File: src/rtl/msf_pkg.sv
package msf_pkg;
  typedef logic [15:0] half_t;

  // Merge masked data into the old value: set mask bits take new data
  function automatic half_t masked_merge(half_t old_v, half_t mask, half_t data);
    return (old_v & ~mask) | (data & mask);
  endfunction
endpackage

File: src/rtl/msf_regfile.sv
module msf_regfile
  import msf_pkg::*;
#(
  parameter int NUM_RGN = 8,
  parameter int REG_AW  = 7
) (
  input  logic                      clk,
  input  logic                      rst,
  input  logic                      wr,
  input  logic                      rd,
  input  logic [REG_AW-1:0]         addr,
  input  logic [31:0]               wdata,
  output logic [31:0]               rdata,
  output logic [NUM_RGN-1:0][15:0]  first_mb,
  output logic [NUM_RGN-1:0][15:0]  last_mb,
  output logic [15:0]               ctrl
);
  localparam int IDX_W    = REG_AW - 2;
  localparam int CTRL_IDX = 2 * NUM_RGN;

  logic [IDX_W-1:0] idx;
  half_t            mask_h, data_h, rd_val;

  assign idx    = addr[REG_AW-1:2];
  assign mask_h = wdata[31:16];
  assign data_h = wdata[15:0];

  for (genvar r = 0; r < NUM_RGN; r++) begin : g_win
    always_ff @(posedge clk) begin
      if (rst) begin
        first_mb[r] <= '0;
        last_mb[r]  <= '0;
      end else if (wr) begin
        if (idx == IDX_W'(r))
          first_mb[r] <= masked_merge(first_mb[r], mask_h, data_h);
        if (idx == IDX_W'(r + NUM_RGN))
          last_mb[r] <= masked_merge(last_mb[r], mask_h, data_h);
      end
    end
  end

  always_ff @(posedge clk) begin
    if (rst)
      ctrl <= '0;
    else if (wr && idx == IDX_W'(CTRL_IDX))
      ctrl <= masked_merge(ctrl, mask_h, data_h);
  end

  always_comb begin
    rd_val = '0;
    for (int r = 0; r < NUM_RGN; r++) begin
      if (idx == IDX_W'(r))           rd_val = first_mb[r];
      if (idx == IDX_W'(r + NUM_RGN)) rd_val = last_mb[r];
    end
    if (idx == IDX_W'(CTRL_IDX)) rd_val = ctrl;
  end

  always_ff @(posedge clk) begin
    if (rst)
      rdata <= '0;
    else if (rd)
      rdata <= {16'h0000, rd_val};
  end
endmodule

File: src/rtl/msf_window.sv
module msf_window #(
  parameter int NUM_RGN = 8
) (
  input  logic [15:0]               mb,
  input  logic [NUM_RGN-1:0][15:0]  first_mb,
  input  logic [NUM_RGN-1:0][15:0]  last_mb,
  output logic [NUM_RGN-1:0]        hit
);
  for (genvar r = 0; r < NUM_RGN; r++) begin : g_cmp
    assign hit[r] = (first_mb[r] <= mb) && (mb <= last_mb[r]);
  end
endmodule

File: src/rtl/mem_region_filter.sv
module mem_region_filter #(
  parameter int NUM_RGN   = 8,
  parameter int ADDR_W    = 32,
  parameter int GRAIN_LG2 = 20,
  parameter int REG_AW    = $clog2(2 * NUM_RGN + 1) + 2
) (
  input  logic              clk,
  input  logic              rst,
  input  logic              reg_wr,
  input  logic              reg_rd,
  input  logic [REG_AW-1:0] reg_addr,
  input  logic [31:0]       reg_wdata,
  output logic [31:0]       reg_rdata,
  input  logic              acc_valid,
  input  logic [ADDR_W-1:0] acc_addr,
  input  logic              acc_secure,
  output logic              resp_valid,
  output logic              resp_allow
);
  localparam int MB_W       = ADDR_W - GRAIN_LG2;
  localparam int REST_BIT   = NUM_RGN;
  localparam int BYPASS_BIT = NUM_RGN + 1;

  logic [NUM_RGN-1:0][15:0] first_mb, last_mb;
  logic [15:0]              ctrl_word;
  logic [NUM_RGN-1:0]       hit;
  logic [15:0]              acc_mb;
  logic                     deny;

  msf_regfile #(.NUM_RGN(NUM_RGN), .REG_AW(REG_AW)) u_regs (
    .clk(clk), .rst(rst), .wr(reg_wr), .rd(reg_rd), .addr(reg_addr),
    .wdata(reg_wdata), .rdata(reg_rdata),
    .first_mb(first_mb), .last_mb(last_mb), .ctrl(ctrl_word)
  );

  assign acc_mb = 16'(acc_addr[ADDR_W-1:GRAIN_LG2]);

  msf_window #(.NUM_RGN(NUM_RGN)) u_win (
    .mb(acc_mb), .first_mb(first_mb), .last_mb(last_mb), .hit(hit)
  );

  always_comb begin
    deny = (|(hit & ctrl_word[NUM_RGN-1:0])) ||
           (!(|hit) && ctrl_word[REST_BIT]);
    if (acc_secure || ctrl_word[BYPASS_BIT])
      deny = 1'b0;
  end

  always_ff @(posedge clk) begin
    if (rst) begin
      resp_valid <= 1'b0;
      resp_allow <= 1'b1;
    end else begin
      resp_valid <= acc_valid;
      if (acc_valid)
        resp_allow <= !deny;
    end
  end
endmodule

File: config.mk
export PLATFORM = sky130hd
export DESIGN_NAME = mem_region_filter
export DESIGN_NICKNAME = d
export VERILOG_FILES = /design/src/rtl/msf_pkg.sv /design/src/rtl/msf_regfile.sv /design/src/rtl/msf_window.sv /design/src/rtl/mem_region_filter.sv
export SDC_FILE = /design/constraint.sdc
export NUM_CORES = 1
export LEC_CHECK = 0
export ABC_AREA = 1
export BUFFER_PORTS_ARGS = -buffer_cell sky130_fd_sc_hd__buf_2
export CORE_MARGIN = 2
export CORE_UTILIZATION = 65
export DETAILED_ROUTE_END_ITERATION = 10
export GPL_TIMING_DRIVEN = 0
export PLACE_DENSITY = 0.89
export RECOVER_POWER = 25
export SYNTH_ARGS = -nofsm -noshare
export SYNTH_HDL_FRONTEND = slang
export SYNTH_SLANG_ARGS = --single-unit
File: constraint.sdc
create_clock -name clk -period 4.3 [get_ports clk]
set_input_delay 0 -clock clk [delete_from_list [all_inputs] [get_ports clk]]
set_output_delay 0 -clock clk [all_outputs]
set_load 0.05 [all_outputs]
==> summary.md <==
| Metric | Value |
|---|---|
| Status | complete, but fails checks |
| Failing checks | max-capacitance violations, max-slew violations |
| Via/cell ratio | 6.768 |
| Non-Filler Instances | 3246 |
| Final TNS setup | 0 ps |
| Tcrit/Tclk final | 0.9239 |
| Setup Viol. Count Final | 0 |
| Final nets | 3116 |
| R2r setup slk | 330 ps |
| Worst path buffer plus inverter count | 1 |
| Leak | 7.765 nW |
| Critical Path Sink Type | flop |
| CP Cell Sequence | nor2_1 -> nand2_1 -> a2111oi_0 -> nand2_1 -> nand2_1 -> nand3_1 -> nand2_1 -> nor2_1 -> nand3_1 -> nand2_1 -> nand2_1 -> dlygate4sd3_1 -> nand2_1 |
| Max-cap violations | 1 |
| CP arrival | 4440 ps |
| Post-route DRC | 0 |
| CP required | 4770 ps |
| Clk root buf | clkbuf_16 |
| Worst-Margin Slew | 1500 ps |
| Area growth syn-to-layout | 9.703% |
| H-tree Lvls | 1 |
| DP Cell Count | 3178 |
| Row count | 61 |
| TritonRoute pass-1 iters | 7 |
| Most used cell, CP | nand2_1 |
| Die W | 172.9 um |
| Die ar. | 29900 um2 |
| Yosys Warn Count | 0 |
| Hold_buf cts | 14 |
| All-layer global routing usage | 0.5472 |
| Max Freq | 0.2517 GHz |
| Fin. Hold Viols | 0 |
| Synthesized cell area | 18540 um2 |
| Post-CTS sizing | 0 |
| Number of global-route vias before repair | 20670 |
| CTS tree | built |
| Post-synth EDFFs | 0 |
| Ports | 111 |
| Unrepaired setup endpoints after global routing | false |
| Clock sinks | 290 |
| Synth unique cells | 34 |
| Initial antenna violation count | 2 |
| CP max FO | 3 |
| Top FF cell, synth | dfxtp_1 |
| Worst-path cell with the longest stage delay | a2111oi_0 |
| Total power | 0.006458 W |
| Diodes inserted | 0 |
| Layout cells sized above 1 | 0.04916 |
| Flops & latches, synth | 290 |
| Largest stage delay, worst path | 1260 ps |
| Post-route cell area | 20340 um2 |
| Placement Cell Area | 19290 um2 |
| Crit path time final | 3973 ps |
| Starting Density | 0.6638 |
| Fin Clk Skew | 9.915 ps |
| Inserted Clock Buffers | 31 |
| Count of final max-slew check failures | 2 |
| Synth async-reset ratio | 0 |
| Skew-Pair Late Insertion Delay | 590 ps |
| Relative slew slack | -0.02613 |
| Avg Inst Size Synth | 6.763 um2 |
| Crit Path Class | flop to flop |
| Gp weighted congestion | 1.133 |
| Largest net degree at the start of global routing | 15 |
| DP HPWL | 61370 um |
| Vias | 21970 |
| Worst VDD drop | 0.2663 mV |
| Critical Path Source Type | flop |
| Routed WL per cell | 26.30 um |
| Port Buffer Count | 43 |
| Power per Cell Area | 317.5 nW/um2 |
| FILL cells | 2379 |
| Sequential cell area fraction in the yosys report | 0.3131 |
| Area of the core | 27930 um2 |
| Bufs on Longest Clock Path | 3 |
| Post-CTS setup buffers | 0 |
| Largest delay share family, worst path | simple AND/OR/NAND/NOR gates |
| 1st-iter DRT viols | 4327 |
| Worst hold path class | primary input to flop |
| Gr ovfl total | 0 |
| Syn Inst Count | 2742 |
| First-pass GRT wire length | 122500 um |
| Die height | 172.9 um |
| Clock transition at path regs | 70 ps |
| ANT nets after route | 0 |
| WL final | 85380 um |
tightest hold or removal path, stage by stage:
cell and delay (ps):
buf_2 100, inv_2 220, nor2_4 120, nand3_1 60
a21oi_1 60
synth_stat cells, types with 16 or more instances:
master / count / area [um2]
a211oi_1: 129 / 968.4
a21oi_1: 258 / 1291
buf_1: 16 / 60.06
buf_2: 23 / 115.1
buf_4: 19 / 142.6
clkbuf_1: 105 / 394.1
dfxtp_1: 290 / 5806
ha_1: 192 / 2402
inv_1: 255 / 957.2
inv_2: 18 / 67.56
nand2_1: 589 / 2211
nand3_1: 210 / 1051
nand4_1: 60 / 375.4
nor2_1: 307 / 1152
nor2_2: 18 / 112.6
nor3_1: 28 / 140.1
o21ai_0: 154 / 770.7
placed cells by master (no fill, tap or decap):
cell,instances
nor2_2,9
clkinv_2,7
buf_6,1
dlygate4sd3_1,14
nand3_1,210
o2111a_1,1
or2_2,4
clkbuf_8,7
buf_4,18
o21ai_0,154
o21ai_1,12
bufinv_16,4
buf_1,16
o21bai_1,1
nor3_1,29
a2111oi_0,2
clkbuf_16,31
a211oi_1,129
clkinv_1,11
or2_0,9
nand2_1,591
nand2_4,1
clkinvlp_4,1
inv_2,10
conb_1,16
nand4_1,60
dfxtp_1,290
a21oi_1,258
ha_1,192
clkbuf_1,132
o21a_1,1
o211ai_1,14
o31ai_1,1
a21o_1,1
nor2_4,4
inv_1,259
buf_2,44
nor2_1,324
power breakdown:
group / leakage, nW / switching, W / total, W / internal (W)
registers: 2.34 / 0.0000142 / 0.00272 / 0.00271
logic: 4.91 / 0.000681 / 0.000859 / 0.000179
clock network: 0.521 / 0.00121 / 0.00288 / 0.00167
cell families after synthesis:
group | Yosys count | synth area share
AND/OR/NAND/NOR | 1241 | 0.2860
other | 1 | 0.0002022
buffers and inverters | 444 | 0.09568
flip-flops | 290 | 0.3131
AO/OA/AOI/OAI | 574 | 0.1755
adder cells (fa/ha/maj) | 192 | 0.1295
final cells by class:
cell class                 count  area (um2)  share of cell area
sequential                   290        5806              0.2854
tap                          378       473.0             0.02325
timing repair buffer          57       330.3             0.01624
buffer                       164       716.9             0.03524
inverter                     280        1051             0.05166
clock buffer                  42       887.1             0.04361
multi-input combinational   2023       10920              0.5366
clock inverter                12       162.7            0.007996
path summary, 6_finish.rpt:
path	start	end	cells past startpoint
worst max-delay path	flop	resp_allow$_SDFFE_PP1P_	13
worst min-delay path	reg_wr	flop	5
worst max register to register	flop	resp_allow$_SDFFE_PP1P_	13
worst min register to register	u_regs.rdata[12]$_SDFFE_PP0P_	u_regs.rdata[12]$_SDFFE_PP0P_	2
through the flow:
stage          hold WS [ps]  setup slack, ps    util
3_3_place_gp          205.1             1081  0.6905
5_1_grt               25.27            446.8  0.7283
2_1_floorplan         103.1             2631       -
3_5_place_dp          215.5             1006  0.6905
6_report              31.30            327.2  0.7283
4_1_cts              0.3085            841.2  0.7331
metal layers:
| metal | wire length, um | up-vias | track usage |
|---|---|---|---|
| li1 | - | 9365 | - |
| met1 | 27710 | 9721 | 0.6264 |
| met2 | 32970 | 2136 | 0.7805 |
| met3 | 14370 | 747 | 0.2128 |
| met4 | 10330 | 0 | 0.5088 |
| met5 | 0 | - | 0 |
(Power assumes the default switching activity.)
